File: config.mk
export PLATFORM = sky130hd
export DESIGN_NAME = cursor_addr
export DESIGN_NICKNAME = d
export VERILOG_FILES = /design/src/rtl/cursor_addr.sv
export SDC_FILE = /design/constraint.sdc
export NUM_CORES = 1
export LEC_CHECK = 0
export CAP_MARGIN = 25
export CORE_AREA = 2 2 60 62
export CTS_BUF_LIST = sky130_fd_sc_hd__clkbuf_2 sky130_fd_sc_hd__clkbuf_4 sky130_fd_sc_hd__clkbuf_8
export DETAILED_ROUTE_END_ITERATION = 16
export DIE_AREA = 0 0 62 64
export PLACE_DENSITY = 0.73
export SETUP_SLACK_MARGIN = 0.4
export SYNTH_ARGS = -nofsm -noshare
export SYNTH_HDL_FRONTEND = slang
export SYNTH_SLANG_ARGS = --single-unit
File: constraint.sdc
create_clock -name clk -period 6 [get_ports clk]
set_input_delay 0.9 -clock clk [delete_from_list [all_inputs] [get_ports clk]]
set_output_delay 0.9 -clock clk [all_outputs]
set_load 0.01 [all_outputs]
File: src/rtl/cursor_addr.sv
module cursor_addr #(
  parameter int COLS     = 50,
  parameter int ROWS     = 20,
  parameter int CODEW    = 7,
  parameter int BELL_COL = 44,
  parameter int BELL_ROW = 19,
  localparam int CW = $clog2(COLS),
  localparam int RW = $clog2(ROWS)
) (
  input  logic             clk,
  input  logic             rst_n,
  input  logic             inc,
  input  logic             dec,
  input  logic             home,
  input  logic             lca,
  input  logic             code_vld,
  input  logic [CODEW-1:0] code,
  output logic [CW-1:0]    col,
  output logic [RW-1:0]    row,
  output logic             steer,
  output logic             bell
);
  localparam logic [CW-1:0]    COL_MAX = CW'(COLS - 1);
  localparam logic [RW-1:0]    ROW_MAX = RW'(ROWS - 1);
  localparam logic [CODEW-1:0] COL_LIM = CODEW'(COLS);
  localparam logic [CODEW-1:0] ROW_LIM = CODEW'(ROWS);

  typedef enum logic [1:0] {IDLE, GET_COL, GET_ROW} ld_t;
  ld_t st, st_nxt;

  logic [CW-1:0]    col_nxt;
  logic [RW-1:0]    row_nxt;
  logic [CODEW-1:0] inv;
  logic             take, up, down;

  assign inv   = ~code;
  assign take  = (st != IDLE) && code_vld;
  assign up    = inc && !dec && !take;
  assign down  = dec && !inc && !take;
  assign steer = (st != IDLE);

  always_comb begin
    st_nxt = st;
    case (st)
      IDLE:    if (lca)      st_nxt = GET_COL;
      GET_COL: if (code_vld) st_nxt = GET_ROW;
      GET_ROW: if (code_vld) st_nxt = IDLE;
      default:               st_nxt = IDLE;
    endcase
  end

  always_comb begin
    col_nxt = col;
    row_nxt = row;
    if (home) begin
      col_nxt = '0;
      row_nxt = '0;
    end else if (take) begin
      if (st == GET_COL && inv < COL_LIM) col_nxt = inv[CW-1:0];
      if (st == GET_ROW && inv < ROW_LIM) row_nxt = inv[RW-1:0];
    end else if (up) begin
      if (col == COL_MAX) begin
        col_nxt = '0;
        row_nxt = (row == ROW_MAX) ? '0 : row + 1'b1;
      end else begin
        col_nxt = col + 1'b1;
      end
    end else if (down) begin
      if (col == '0) begin
        col_nxt = COL_MAX;
        row_nxt = (row == '0) ? ROW_MAX : row - 1'b1;
      end else begin
        col_nxt = col - 1'b1;
      end
    end
  end

  always_ff @(posedge clk) begin
    if (!rst_n) begin
      st   <= IDLE;
      col  <= '0;
      row  <= '0;
      bell <= 1'b0;
    end else begin
      st   <= st_nxt;
      col  <= col_nxt;
      row  <= row_nxt;
      bell <= (col == CW'(BELL_COL - 1) && col_nxt == CW'(BELL_COL)) ||
              (row == RW'(BELL_ROW - 1) && row_nxt == RW'(BELL_ROW));
    end
  end
endmodule


# Word level (Yosys, flattened, before mapping)
# Index checks and enable logic that the tools add are counted.
[totals]
in_bits = 14
word_cells = 60
mem_count = 0
ram_bits = 0
romBits = 0
output_inout_bits = 13
register_bits = 14
latchBits = 0
[op_classes]
n_eq_ne = 11
shift = 0
div = 0
add_sub_neg = 4
muxes = 20
n_mul = 0
reduce_logical = 18
n_bitwise = 1
n_lt_le_gt_ge = 2
[ops]
columns = ["operator", "count"]
rows = [
  ["$mux W5", 9],
  ["$mux W6", 7],
  ["$eq A6 B6 Y1 const B", 3],
  ["$eq A5 B5 Y1 const B", 3],
  ["$logic_and A1 B1 Y1", 9],
  ["$lt A7 B5 Y1 const B", 1],
  ["$lt A7 B6 Y1 const B", 1],
  ["$not A7 Y7", 1],
  ["$add A6 B1 Y6 const B", 1],
  ["$logic_not A6 Y1", 1],
  ["$mux W2", 3],
  ["$ne A2 B2 Y1 const B", 3],
  ["$pmux W2 S3", 1],
  ["$sub A6 B1 Y6 const B", 1],
  ["$add A5 B1 Y5 const B", 1],
  ["$logic_not A5 Y1", 1],
  ["$sub A5 B1 Y5 const B", 1],
  ["$logic_not A1 Y1", 3],
  ["$reduce_and A3 Y1", 1],
  ["$eq A2 B1 Y1 const B", 1],
  ["$eq A2 B2 Y1 const B", 1],
  ["$logic_not A2 Y1", 1],
  ["$reduce_bool A2 Y1", 1],
  ["$logic_or A1 B1 Y1", 1],
]

# Logic depth before layout (Yosys ltp)
[depth]
ltp_word = 11
ltp_mapped = 9
depth_no_buf = 8

# Worst setup path before layout
# Ideal clock, no wire load.
[synth_path]
kind = "in2reg"
start = "in inc"
end = "reg bell"
t_arrival_ns = 2.585
setup_ns = 0.088
cell_stages = 7
setup_slack_ns = 3.327
n_path_buf = 1
required_ns = 5.912
cell_sequence = "buf_6 nor4b_4 nand2_2 o2111a_1 a311o_1 or4_1 o32ai_2"
[synth_between]
elab_chain_cells = 10
elab_cells_between_ends = 18
cone_classes = "2 x eq/ne; 8 x mux; 8 x reduce/logical"
[synth_rtl]
columns = ["element", "line_no", "text"]
rows = [
  ["start, declared", "12", "input logic inc,"],
  ["$logic_not A1 Y1", "39", "assign down = dec && !inc && !take;"],
  ["$logic_and A1 B1 Y1 (2 in a row)", "39", ""],
  ["$mux W6 or $mux W5 (tied branches)", "68", "end else if (down) begin"],
  ["$mux W6 or $mux W5 (tied branches)", "61", "end else if (up) begin"],
  ["$mux W6 or $mux W5 (tied branches)", "58", "end else if (take) begin"],
  ["$mux W6 or $mux W5 (tied branches)", "55", "if (home) begin"],
  ["$eq A6 B6 Y1 or $eq A5 B5 Y1 (tied branches)", "88, 89", ""],
  ["$logic_and A1 B1 Y1 (on tied branches)", "88, 89", ""],
  ["$logic_or A1 B1 Y1 (*)", "88", "bell <= (col == CW'(BELL_COL - 1) && col_nxt == CW'(BELL_COL)) ||"],
  ["end signal, assigned", "88", ""],
  ["end, declared", "21", "output logic bell"],
]
# Every way passes the cells marked *; elsewhere a longest branch is shown, timed or not.
# A chain may end at the register's enable or synchronous reset.

# Worst setup path in the final report
# Ends and elaborated chain as after synthesis.

==> reports/results.txt <==
Yosys synthesis warning count - 0
Site row count - 21
Sequential share of power - 0.394
Nets - 244
Worst-skew pair later-pin latency - 280 ps
Worst path max stage delay - 660 ps
TritonCTS clock tree - built
Largest net degree at the start of global routing - 24
Post-synthesis mux area share - 0.0270
Critical Path End - bell
Initial antenna violation count - 0
Worst Setup End Kind - register
Async set-reset flop share out of synthesis - 0
Mapped Area - 1570 µm²
Flop-to-flop setup slack - 3300 ps
Post-synth cell types - 58
Worst clock skew - 2.42 ps
Critical Path RT - 6190 ps
Global route overflow - 0
Total routed wirelength - 4320 µm
Post-detail-place hpwl - 3240 µm
CP Buf/Inv Count - 1
Post-synth top flop - dfxtp_1
Worst reg2reg startpoint - col[0]
Crit-path leading delay family - simple AND/OR/NAND/NOR gates
Hold buffers post-CTS - 0
Setup-failing EPs final - 0
CTS root buffer - clkbuf_4
Main combinational cell family by area after synthesis - simple AND/OR/NAND/NOR gates
TNS Setup - 0 ps
Drt pass-1 iters - 5
Yosys top cell by area - dfxtp_1
Clk slew on worst S/H paths - 90 ps
Combinational share of power - 0.364
Reg2reg path depth - 7
Commonest cells after routing, fill and taps aside - clkdlybuf4s50_1, nor2_1, dfxtp_1, nand3_1, a21oi_1
Vias - 1651
Worst slew margin - 0.546
Core Area - 3280 µm²
Vias in the first global route - 1430
Pins Over Slew Limit - 0
Initial DRC count - 101
Post-Synth XOR/XNOR Area - 0.0278
Synthesized area per cell - 7.57 µm²
Clk network pwr share - 0.241
Post-route ant nets - 0
Hold path cells - 2
Commonest non-fill, non-tap cell in the layout - clkdlybuf4s50_1
Slowest CP cell - clkdlybuf4s50_1
Fin crit period - 3300 ps
Tot GR Track Use - 0.227
Starting density of the core - 0.479
Peak VDD IR - 0.000152 V
ANT cells - 0
Synth top area share - 0.178
Hold Path Class - register to register
Power per cell area - 154 nW/µm²
RSZ-0062 raised after global routing - no
WP depth - 7
Number of CTS-inserted buffers - 3
DRC violations left - 0
Sw frac - 0.351
H-tree depth - 1
Die span in x - 62 µm
Number of synthesized flops with an enable pin - 0
CP startpoint - inc
Max-capacitance violation count - 0
Cell Chain, Critical Path - clkdlybuf4s50_1 > nor2b_1 > nand3_4 > o2111a_1 > a311o_1 > or4_1 > o32ai_2
Die area - 3970 µm²
# resized after CTS - 0
Total power - 0.282 mW
FF-to-FF End - bell
Die H - 64 µm
Adder-cell share of the synthesized area - 0.0636
I/O pin count - 27
Area grow syn2layout - 16.8%
Wire per inst - 16.2 µm
Final hold vios - 0
Cells after Synth - 208
Share of cells above drive strength 1 - 0.0633
Worst slew pin tran - 681 ps
Sw power - 0.0992 mW
Crit start category - primary input
Post-CTS Setup Inserts - 0
Worst Path Arrival - 3490 ps
Clock sinks - 14
Compound-cell area share of the yosys netlist - 0.262
Clock Tree Buf Depth - 2
Fill cells - 320
Sequential area share after synthesis - 0.178
Number of port buffers - 26
F_max - 303 MHz
P_leak - 0.649 nW
Synth top area cells - dfxtp_1, ha_1, nor2_1, a21oi_1, nand3_1
Simple-gate share of the synthesized area - 0.355
Critical Path Fanout Max - 9
Critical path class - primary input to register
Via density - 6.18
Net count after synthesis - 230
Status - completed
Period Utilization, post-route - 0.549
Yosys reg bits - 14
First-pass GRT wire length - 7010 µm
Internal - 0.183 mW
GPL Wtd Cong - 0.853
==> how the worst min path moves through the flow <==
stage	to	startpoint	slack (ps)
after floorplan	st[0]	st[1]	500
final	st[1]	st[1]	580
after detailed placement	st[0]	st[1]	570
after global routing	st[1]	st[0]	620
after CTS	st[1]	st[1]	580
after global placement	st[1]	st[0]	560
==> stage by stage <==
stage / instances / worst slack, ps / hold WS, ps / util / cell area [µm²]
4_1_cts: 267 / 2720 / 580 / 0.560 / 1840
3_5_place_dp: 263 / 2440 / 568 / 0.549 / 1800
2_1_floorplan: 208 / 3330 / 498 / - / 1570
3_3_place_gp: 263 / 2520 / 563 / 0.549 / 1800
5_1_grt: 267 / 2560 / 619 / 0.560 / 1840
6_report: 267 / 2700 / 577 / 0.560 / 1840
==> state kept, by name, indices dropped and copies added, names as in the netlist <==
signal and count:
bell 1, col 6, row 5, st 2
==> worst register-to-register path, stage by stage (launching register included) <==
cell	delay [ps]
dfxtp_1	570
ha_1	210
and4bb_1	450
a22o_1	200
a221oi_1	100
a211o_1	330
or4_1	540
o32ai_2	220
==> Yosys cell counts, types with 3 or more instances <==
cell      number
ha_1           8
nand4b_1       3
nor3_1         9
nor2b_1        3
dfxtp_1       14
nand4_1        3
and3_1         4
xor2_1         3
buf_2          3
a21oi_1       13
a31oi_1        7
nand2b_1       3
o21ai_0        6
nand2_1       11
a211o_1        3
inv_1         10
buf_6          3
nand3b_1       5
a211oi_1       3
nor2_1        18
clkbuf_1      11
nand3_1       13
nor4_1         4
==> logic make-up after synthesis <==
| group | Yosys count |
|---|---|
| compound gates | 57 |
| xor+xnor | 5 |
| fa+ha+maj | 8 |
| buf+inv | 28 |
| flops | 14 |
| mux | 4 |
| simple gates | 92 |
==> layer usage <==
metal | GRT usage | routed length (µm) | share of wire | vias to the layer above
li1 | - | - | - | 811
met1 | 0.366 | 2020 | 0.47 | 763
met2 | 0.322 | 1960 | 0.45 | 71
met3 | 0.0162 | 301 | 0.070 | 6
met4 | 0.0505 | 34 | 0.0079 | 0
met5 | 0 | 0 | 0 | -
==> power by group through the flow <==
stage / Sequential [mW] / Combinational [mW] / Clock, mW
6_report: 0.111 / 0.103 / 0.0681
5_1_grt: 0.113 / 0.112 / 0.0749
4_1_cts: 0.111 / 0.102 / 0.0679
3_5_place_dp: 0.113 / 0.101 / 0
3_3_place_gp: 0.113 / 0.101 / 0
2_1_floorplan: 0.107 / 0.0723 / 0
==> cell type report <==
class,count,area (µm²),area share
well taps,46,57.6,0.0313
repair buffers,27,268,0.146
flip-flops and latches,14,280,0.152
clock buffers,4,36.3,0.0197
inverters,10,37.5,0.0204
multi-input cells,166,1160,0.630
Note: power is estimated with default switching activity, not from simulation.
